$ cat config.mk
export PLATFORM = sky130hd
export DESIGN_NAME = trace_vault
export DESIGN_NICKNAME = d
export VERILOG_FILES = /design/src/rtl/tv_pkg.sv /design/src/rtl/tv_chain.sv /design/src/rtl/tv_ram.sv /design/src/rtl/tv_capture.sv /design/src/rtl/trace_vault.sv
export SDC_FILE = /design/constraint.sdc
export NUM_CORES = 2
export LEC_CHECK = 0
export BUFFER_PORTS_ARGS = -buffer_cell sky130_fd_sc_hd__buf_2
export CORE_ASPECT_RATIO = 1.75
export CORE_MARGIN = 2
export CORE_UTILIZATION = 35
export DETAILED_ROUTE_END_ITERATION = 10
export PLACE_DENSITY = 0.49
export SYNTH_ARGS = -nofsm -noshare
export SYNTH_HDL_FRONTEND = slang
export SYNTH_SLANG_ARGS = --single-unit
export TNS_END_PERCENT = 50
$ cat constraint.sdc
create_clock -name clk -period 3.5 [get_ports clk]
set_input_delay 0.175 -clock clk [delete_from_list [all_inputs] [get_ports clk]]
set_output_delay 0.175 -clock clk [all_outputs]
set_load 0.03 [all_outputs]
$ cat src/rtl/tv_pkg.sv
package tv_pkg;
   localparam int CHAIN_W = 40;
   localparam int REG_W   = 32;
   localparam int RADDR_W = 7;
   localparam int IR_W    = 4;
   localparam logic [IR_W-1:0] IR_REG_ACCESS = 4'hC;

   localparam logic [RADDR_W-1:0] RA_ID     = 7'd0;
   localparam logic [RADDR_W-1:0] RA_DEPTH  = 7'd1;
   localparam logic [RADDR_W-1:0] RA_WIDTH  = 7'd2;
   localparam logic [RADDR_W-1:0] RA_STATUS = 7'd3;
   localparam logic [RADDR_W-1:0] RA_DATA   = 7'd4;
   localparam logic [RADDR_W-1:0] RA_RDPTR  = 7'd5;
   localparam logic [RADDR_W-1:0] RA_WRPTR  = 7'd6;
   localparam logic [RADDR_W-1:0] RA_TCOUNT = 7'd7;
   localparam logic [RADDR_W-1:0] RA_CTRL   = 7'd8;

   typedef struct packed {
      logic               write;
      logic [RADDR_W-1:0] addr;
      logic [REG_W-1:0]   data;
   } frame_t;
endpackage

$ cat src/rtl/tv_chain.sv
module tv_chain
   import tv_pkg::*;
(
   input  logic             clk,
   input  logic             rst_n,
   input  logic             sel,
   input  logic             cap_en,
   input  logic             shift_en,
   input  logic             upd_en,
   input  logic             tdi,
   input  logic [REG_W-1:0] hold,
   output logic             tdo,
   output logic             upd_fire,
   output frame_t           upd_frame
);
   logic [CHAIN_W-1:0] sr;

   always_ff @(posedge clk or negedge rst_n) begin
      if (!rst_n)
         sr <= '0;
      else if (sel && cap_en)
         sr <= {{(CHAIN_W-REG_W){1'b0}}, hold};
      else if (sel && shift_en)
         sr <= {tdi, sr[CHAIN_W-1:1]};
   end

   assign tdo       = sr[0];
   assign upd_fire  = sel && upd_en;
   assign upd_frame = frame_t'(sr);
endmodule

$ cat src/rtl/tv_ram.sv
module tv_ram #(
   parameter int AW = 6,
   parameter int WW = 20
) (
   input  logic          clk,
   input  logic          we,
   input  logic [AW-1:0] waddr,
   input  logic [WW-1:0] wdata,
   input  logic [AW-1:0] raddr,
   output logic [WW-1:0] rdata
);
   localparam int DEPTH = 1 << AW;
   logic [WW-1:0] mem [DEPTH];

   always_ff @(posedge clk) begin
      if (we) mem[waddr] <= wdata;
   end

   assign rdata = mem[raddr];
endmodule

$ cat src/rtl/tv_capture.sv
module tv_capture #(
   parameter int AW  = 6,
   parameter int TCW = 16
) (
   input  logic           clk,
   input  logic           rst_n,
   input  logic           trc_valid,
   input  logic           trc_trigger,
   input  logic           ld_ctrl,
   input  logic           ld_tcount,
   input  logic           ld_wrptr,
   input  logic [31:0]    ld_data,
   output logic           store,
   output logic [AW-1:0]  wr_ptr,
   output logic           ctl_en,
   output logic           active,
   output logic           wrapped,
   output logic           triggered,
   output logic           halted,
   output logic [TCW-1:0] tcount
);
   assign halted = triggered && (tcount == '0);
   assign active = ctl_en && !halted;
   assign store  = trc_valid && active && !ld_wrptr;

   always_ff @(posedge clk or negedge rst_n) begin
      if (!rst_n) begin
         ctl_en <= 1'b0;
      end else if (ld_ctrl) begin
         ctl_en <= ld_data[0];
      end
   end

   always_ff @(posedge clk or negedge rst_n) begin
      if (!rst_n) begin
         wr_ptr  <= '0;
         wrapped <= 1'b0;
      end else if (ld_wrptr) begin
         wr_ptr  <= ld_data[AW-1:0];
         wrapped <= 1'b0;
      end else if (store) begin
         wr_ptr <= wr_ptr + 1'b1;
         if (&wr_ptr) wrapped <= 1'b1;
      end
   end

   always_ff @(posedge clk or negedge rst_n) begin
      if (!rst_n) begin
         tcount    <= '0;
         triggered <= 1'b0;
      end else if (ld_tcount) begin
         tcount    <= ld_data[TCW-1:0];
         triggered <= 1'b0;
      end else if (store) begin
         if (triggered && (tcount != '0)) tcount <= tcount - 1'b1;
         if (trc_trigger && !triggered)    triggered <= 1'b1;
      end
   end
endmodule

$ cat src/rtl/trace_vault.sv
module trace_vault
   import tv_pkg::*;
#(
   parameter int          DEPTH_LOG2 = 6,
   parameter int          WORD_W     = 20,
   parameter int          TCNT_W     = 16,
   parameter logic [31:0] ID_CODE    = 32'h5A7C_0001
) (
   input  logic              clk,
   input  logic              rst_n,
   input  logic              trc_valid,
   input  logic [WORD_W-1:0] trc_word,
   input  logic              trc_trigger,
   input  logic [3:0]        ir_sel,
   input  logic              cap_en,
   input  logic              shift_en,
   input  logic              upd_en,
   input  logic              tdi,
   output logic              tdo
);
   localparam int AW    = DEPTH_LOG2;
   localparam int DEPTH = 1 << AW;

   if (DEPTH_LOG2 < 1 || DEPTH_LOG2 > 12) begin : g_bad_depth
      $error("trace_vault: DEPTH_LOG2 must lie in 1..12");
   end
   if (WORD_W < 1 || WORD_W > REG_W) begin : g_bad_width
      $error("trace_vault: WORD_W must lie in 1..32");
   end
   if (TCNT_W < 1 || TCNT_W > REG_W) begin : g_bad_tcnt
      $error("trace_vault: TCNT_W must lie in 1..32");
   end

   logic             sel;
   logic             upd_fire;
   frame_t           upd_frame;
   logic [REG_W-1:0] rd_hold;
   logic [REG_W-1:0] rd_value;
   logic             wr_hit, rd_hit;
   logic             ld_ctrl, ld_tcount, ld_wrptr, ld_rdptr, rd_data_hit;
   logic [AW-1:0]    rd_ptr;
   logic [AW-1:0]    wr_ptr;
   logic             store, ctl_en, active, wrapped, triggered, halted;
   logic [TCNT_W-1:0] tcount;
   logic [WORD_W-1:0] ram_q;
   logic [REG_W-1:0]  ram_ext;
   logic [REG_W-1:0]  status;

   assign sel = (ir_sel == IR_REG_ACCESS);

   tv_chain u_chain (
      .clk(clk), .rst_n(rst_n), .sel(sel), .cap_en(cap_en),
      .shift_en(shift_en), .upd_en(upd_en), .tdi(tdi), .hold(rd_hold),
      .tdo(tdo), .upd_fire(upd_fire), .upd_frame(upd_frame)
   );

   assign wr_hit      = upd_fire &&  upd_frame.write;
   assign rd_hit      = upd_fire && !upd_frame.write;
   assign ld_ctrl     = wr_hit && (upd_frame.addr == RA_CTRL);
   assign ld_tcount   = wr_hit && (upd_frame.addr == RA_TCOUNT);
   assign ld_wrptr    = wr_hit && (upd_frame.addr == RA_WRPTR);
   assign ld_rdptr    = wr_hit && (upd_frame.addr == RA_RDPTR);
   assign rd_data_hit = rd_hit && (upd_frame.addr == RA_DATA);

   tv_capture #(.AW(AW), .TCW(TCNT_W)) u_capture (
      .clk(clk), .rst_n(rst_n), .trc_valid(trc_valid), .trc_trigger(trc_trigger),
      .ld_ctrl(ld_ctrl), .ld_tcount(ld_tcount), .ld_wrptr(ld_wrptr),
      .ld_data(upd_frame.data), .store(store), .wr_ptr(wr_ptr),
      .ctl_en(ctl_en), .active(active), .wrapped(wrapped),
      .triggered(triggered), .halted(halted), .tcount(tcount)
   );

   tv_ram #(.AW(AW), .WW(WORD_W)) u_ram (
      .clk(clk), .we(store), .waddr(wr_ptr), .wdata(trc_word),
      .raddr(rd_ptr), .rdata(ram_q)
   );

   if (WORD_W == REG_W) begin : g_full_word
      assign ram_ext = ram_q;
   end else begin : g_pad_word
      assign ram_ext = {{(REG_W-WORD_W){1'b0}}, ram_q};
   end

   assign status = {{(REG_W-4){1'b0}}, halted, triggered, wrapped, active};

   always_comb begin
      unique case (upd_frame.addr)
         RA_ID:     rd_value = ID_CODE;
         RA_DEPTH:  rd_value = REG_W'(DEPTH);
         RA_WIDTH:  rd_value = REG_W'(WORD_W);
         RA_STATUS: rd_value = status;
         RA_DATA:   rd_value = ram_ext;
         RA_RDPTR:  rd_value = REG_W'(rd_ptr);
         RA_WRPTR:  rd_value = REG_W'(wr_ptr);
         RA_TCOUNT: rd_value = REG_W'(tcount);
         RA_CTRL:   rd_value = {{(REG_W-1){1'b0}}, ctl_en};
         default:   rd_value = '0;
      endcase
   end

   always_ff @(posedge clk or negedge rst_n) begin
      if (!rst_n) begin
         rd_hold <= '0;
         rd_ptr  <= '0;
      end else begin
         if (rd_hit)        rd_hold <= rd_value;
         if (ld_rdptr)      rd_ptr  <= upd_frame.data[AW-1:0];
         else if (rd_data_hit) rd_ptr <= rd_ptr + 1'b1;
      end
   end
endmodule

* Word level (Yosys, flattened, before mapping)
Memories as Yosys holds them, arrays and structs flattened.
Cells that the tools add are included.
** Cells by class
- Muxes and demuxes :: 18
- Eq/ne operators :: 9
- Add/subtract/negate cells :: 3
- Reduce and logical (&&, ||, !) cells :: 34
** Operator list (count)
- $pmux W31 S9 :: 1
- $mux W40 :: 2
- $mux W16 :: 3
- $eq A7 B3 Y1 const B :: 4
- $mux W6 :: 4
- $logic_and A1 B1 Y1 :: 16
- $logic_not A16 Y1 :: 1
- $reduce_bool A16 Y1 :: 1
- $sub A16 B1 Y16 const B :: 1
- $eq A7 B2 Y1 const B :: 2
- $reduce_bool A2 Y1 :: 7
- $add A6 B1 Y6 const B :: 2
- $mux W1 :: 8
- $eq A7 B1 Y1 const B :: 1
- $eq A7 B4 Y1 const B :: 1
- $logic_not A7 Y1 :: 1
- $reduce_and A2 Y1 :: 3
- $reduce_and A6 Y1 :: 1
- $eq A4 B4 Y1 const B :: 1
- $logic_not A1 Y1 :: 4
** Word-level totals
- Register bits after elaboration :: 103
- Memories kept :: 1
- Word-level logic and storage cells :: 73
- Bits of input ports :: 32
- Bits in writable memories :: 1280
- Output and inout port bits :: 1
** Memory list
- u_ram.mem :: depth 64, bits a word 20, rd ports 1, clocked after Yosys merged registers in 0, write ports 1, line tv_ram.sv:13 : logic [WW-1:0] mem [DEPTH];

* Longest topological paths before layout
- Depth after elaboration :: 8
- Gate-level depth with buffers :: 12
- Gate-level depth less buffers :: 7

* Modules after synthesis
Synthesis repeated with hierarchy kept, for this count alone.
** Second synthesis, totals
- Cell total of the unflattened synthesis :: 2806
- Area total of the unflattened synthesis :: 54457.2 µm²
** Modules (own cells, without submodules)
- tv_ram :: cells each 2223, area each 49094.6 µm², instances 1, sequential area each 38436.9 µm²
- tv_chain :: cells each 222, area each 2079.5 µm², instances 1, sequential area each 1001.0 µm²
- tv_capture :: cells each 188, area each 1646.6 µm², instances 1, sequential area each 625.6 µm²
- trace_vault :: cells each 173, area each 1636.6 µm², instances 1, sequential area each 675.6 µm²

* Worst setup path before layout
No wires, ideal clock.
- Kind :: reg2reg
- From :: reg u_chain.sr[34] (netlist: u_chain.upd_frame[34])
- To :: mem u_ram.mem[61][0] (enable)
- Buffers on the path :: 2
- Arrival time :: 2.739 ns
- Path slack :: 0.365 ns
- Library setup time :: 0.397 ns
- Period minus slack after synthesis :: 3.135 ns
- Stages on the path, launching flop included :: 8
- Cell sequence :: dfrtp_1 clkbuf_1 nor4bb_1 a41oi_1 nand3_1 or3b_2 buf_2 nor2_1
** On the way
- Word-level cells in the longest chain between the ends :: 6
** RTL lines
- from (decl) :: line tv_chain.sv:16 : logic [CHAIN_W-1:0] sr;
- from (signal assigned) :: line tv_chain.sv:22 : sr <= {{(CHAIN_W-REG_W){1'b0}}, hold};
- from (signal assigned) :: line tv_chain.sv:24 : sr <= {tdi, sr[CHAIN_W-1:1]};
- $eq A7 B3 Y1 :: line trace_vault.sv:61 : assign ld_wrptr = wr_hit && (upd_frame.addr == RA_WRPTR);
- $logic_and A1 B1 Y1 :: line trace_vault.sv:61
- $logic_not A1 Y1 :: line tv_capture.sv:24 : assign store = trc_valid && active && !ld_wrptr;
- $logic_and A1 B1 Y1 :: line tv_capture.sv:24
- $mux W1 :: line tv_ram.sv:16 : if (we) mem[waddr] <= wdata;
- $mux W1 (not written as such) :: line tv_ram.sv:16
- to (decl) :: line tv_ram.sv:13
No other way between the ends.

* Worst setup path after layout
- From :: reg rd_ptr[0]
- To :: reg rd_hold[2]
** On the way
- Word-level cells in the longest chain between the ends :: 2
** RTL lines
- from (decl) :: line trace_vault.sv:41 : logic [AW-1:0] rd_ptr;
- from (signal assigned) :: line trace_vault.sv:107 : if (ld_rdptr) rd_ptr <= upd_frame.data[AW-1:0];
- from (signal assigned) :: line trace_vault.sv:108 : else if (rd_data_hit) rd_ptr <= rd_ptr + 1'b1;
- $mem_v2 Z64 W20
- $pmux W31 S9 :: line trace_vault.sv:87 : unique case (upd_frame.addr)
- to (signal assigned) :: line trace_vault.sv:106 : if (rd_hit) rd_hold <= rd_value;
- to (decl) :: line trace_vault.sv:37 : logic [REG_W-1:0] rd_hold;
No other way between the ends.
A chain may end at the register's enable or synchronous reset.

==> key figures <==
Detailed routing
  – Iteration-0 DRC Markers: 2490
  – DR vias: 28200
  – Final wirelength: 163 mm
  – Wire length per cell: 31.6 um
  – # DRC: 0
  – Antenna Nets Post-Route: 0
  – Via/cell ratio: 5.46
  – First-pass DRT Iterations: 7

STA
  – Slew @ Worst Pin: 1360 ps
  – Final setup viols: 0
  – Slew Limit Fails: 0
  – Hold WS: 60.2 ps
  – F_max: 0.296 GHz
  – Tcrit/Tclk final: 96.6%
  – Hold Vio Cnt, Final: 0
  – Worst slew margin: 9.06%
  – Layout Skew: 29.0 ps
  – Period minus WS final: 3380 ps
  – Unrepaired setup endpoints after global routing: no

Power and ir drop
  – Cell area power density: 518 nW/um^2
  – Worst vdd ir: 369 uV
  – Pleak: 0.0195 uW

Global route
  – Maximum number of pins on one net before global-route repair: 65
  – Aggregate global routing overflow: 0
  – Vias in the first global route: 29900
  – Global Route Usage Sum: 20.8%
  – Antenna violations before repair: 11
  – First-pass GRT wire length: 229 mm

Final layout
  – Final cell area excluding filler cells: 62200 um^2
  – Final net count: 3064
  – Area grow syn2layout: 15.9%
  – Final Util: 40.7%
  – Layout cells sized above 1: 25.9%
  – Most common cell after layout, fill and taps aside: edfxtp_1
  – Most frequent cells in the layout: edfxtp_1 (1280), mux4_2 (247), buf_4 (217)
  – # fillers: 13600

Setup path
  – CP required: 4100 ps
  – Worst path bufs/invs: 2
  – Worst Path Max Fanout: 25
  – Critical Path AT: 3980 ps
  – Crit-path slowest cell: dfrtp_4
  – Crit path from: rd_ptr[0]$_DFFE_PN0P_
  – WS Path Type: flip-flop to flip-flop
  – Reg2Reg Depth: 8
  – Cell count along the critical path: 8
  – Reg2reg start: rd_ptr[0]$_DFFE_PN0P_
  – Worst flop-to-flop path endpoint: rd_hold[2]$_DFFE_PN0P_
  – Biggest cell delay along the critical path: 680 ps
  – Delay-heaviest family, CP: compound AO/OA/AOI/OAI gates
  – Startpoint Class: flip-flop
  – FF-to-FF setup slack: 120 ps
  – Worst-path cell chain: buf_12, buf_12, mux4_2, a22o_1, a211oi_1, a21oi_1, a21oi_1, o21ai_0
  – Crit path capture type: flip-flop
  – Critical Path Sink: rd_hold[2]$_DFFE_PN0P_

Place
  – IO buf count: 32
  – Hpwl dp: 109 mm
  – Final Wtd Congestion: 0.900
  – Area post-placement: 58200 um^2

Job
  – Max cap viols: 0

Run status
  – Outcome: complete, no violations

Synth
  – FFs w/ async S/R, synth: 6.71%
  – Largest area contributor in the netlist: edfxtp_1
  – EDFF count, synth: 1280
  – Area contributors post-synth: edfxtp_1 (72%), mux4_2 (10%), dfrtp_1 (4.3%)
  – Main synth FF type: edfxtp_1
  – Syn_nets: 2822
  – Yosys top cell area share: 71.6%
  – Synth Area per Inst: 19.3 um^2
  – Synth Instances: 2786
  – Synthesized flop and latch total: 1372
  – Sequential share of the synthesized area: 75.9%
  – Synth cell types: 68
  – Mapped Area: 53700 um^2
  – Yosys warnings: 0

Floorplanning
  – IO Count: 33
  – Die height: 522 um
  – Die X-Extent: 300 um
  – Row count: 190
  – Core Region: 153000 um^2
  – Die area: 157000 um^2
  – Starting Density: 35.1%

CTS
  – Post-CTS Setup Repair Bufs: 0
  – Worst-skew pair later-pin latency: 730 ps
  – Clk buf depth: 3
  – Clk sinks: 1372
  – CTS Buf Count: 118
  – H-tree depth: 3
  – Clk slew on worst S/H paths: 70 ps
  – CTS Root Cell: clkbuf_16
  – TritonCTS clock tree: done

Hold path
  – Hold crit path type: primary input to flip-flop
## logic make-up (layout without fill, tap and decap cells)
kind of cell	Yosys count	in the layout	share of synthesized area, %
fa+ha+maj	4	4	0.0932
mux	444	444	14.0
xor+xnor	20	20	0.326
buf+inv	177	521	1.61
simple gates	417	417	3.58
compound gates	352	352	4.47
flops	1372	1372	75.9
other cells	0	7	0
## synthesized netlist by cell type (all sizes together) (2+ instances only)
library cell,number
nor4bb,2
nor2,133
a21oi,68
or2,2
nand2b,4
inv,8
o221ai,28
xor2,5
o32ai,4
a31oi,32
nor3,19
dfrtp,92
nor4b,2
and2,5
mux2i,190
mux2,7
edfxtp,1280
a221oi,8
nor2b,11
clkbuf,84
a2111oi,23
a211oi,22
or3,5
nand2,151
or3b,5
ha,4
mux4,247
a221o,3
nand4,4
a22oi,26
o311ai,2
o2111ai,3
o31a,2
o21ai,52
xnor2,15
nor4,9
and3,5
buf,85
a32oi,7
nand3,47
o22ai,41
nand3b,8
a22o,21
## layer usage
metal | part of all wire [%] | global-route usage (%) | wire length (um)
met1 | 36 | 22.7 | 58300
met2 | 55 | 39.5 | 90300
met3 | 3.4 | 2.28 | 5540
met4 | 5.3 | 10.9 | 8700
met5 | 0.045 | 0 | 73
## worst min-delay path, cell delays in order
cell,delay [ps]
buf_2,140
o21ai_0,210
a22o_1,230
## worst min path at each step
stage | slack [ps] | cells after the start | from | to
finish | 60 | 3 | shift_en | u_chain.upd_frame[32]$_DFFE_PN0P_
global route | 90 | 1 | trc_word[6] | u_ram.mem[36][6]$_DFFE_PP_
CTS | 0.8 | 3 | shift_en | u_chain.upd_frame[32]$_DFFE_PN0P_
detailed placement | 380 | 1 | rst_n | rd_hold[18]$_DFFE_PN0P_
global placement | 360 | 1 | rst_n | rd_hold[18]$_DFFE_PN0P_
floorplan | -120 | 0 | rst_n | rd_hold[0]$_DFFE_PN0P_
## repair_timing
| item | 4_1_cts | 5_1_grt |
|---|---|---|
| hold buffers | 8 | 0 |
| endpoints found under the setup margin | 0 | 1 |
| endpoints found under the hold margin | 132 | 0 |
| gates resized for setup | 0 | 1 |
## area by class of cell
type                       count  area, um^2  area share [%]
sequential                  1372       40800            65.5
inverter                       8        30.0          0.0483
tap                         2016        2520            4.05
clock buffer                 151        3220            5.18
clock inverter                71         737            1.18
multi-input combinational   1237       12400            19.9
timing repair buffer         291        2540            4.09
antenna                        7        17.5          0.0282
## flip-flops by register name (all words and copies together), names as in the netlist, 6 cells and up
register / count
u_capture.tcount: 16
rd_hold: 21
u_chain.upd_frame: 40
rd_ptr: 6
u_capture.wr_ptr: 6
u_ram.mem: 1280
## stage by stage
| stage | cells | total power, uW | setup slack (ps) | TNS, ps |
|---|---|---|---|---|
| floorplan | 2786 | 18600 | 365 | 0 |
| global placement | 4914 | 19000 | -101 | -191 |
| detailed placement | 4916 | 19100 | 25.3 | 0 |
| CTS | 5146 | 32500 | 20.4 | 0 |
| global route | 5149 | 33100 | 48.5 | 0 |
| finish | 5153 | 32200 | 118 | 0 |
## power breakdown
group	internal, uW	total [uW]	switching [uW]
Clock	7540	13500	5980
Sequential	18000	18100	123
Combinational	118	561	444
Power figures use the tool's default switching activity.
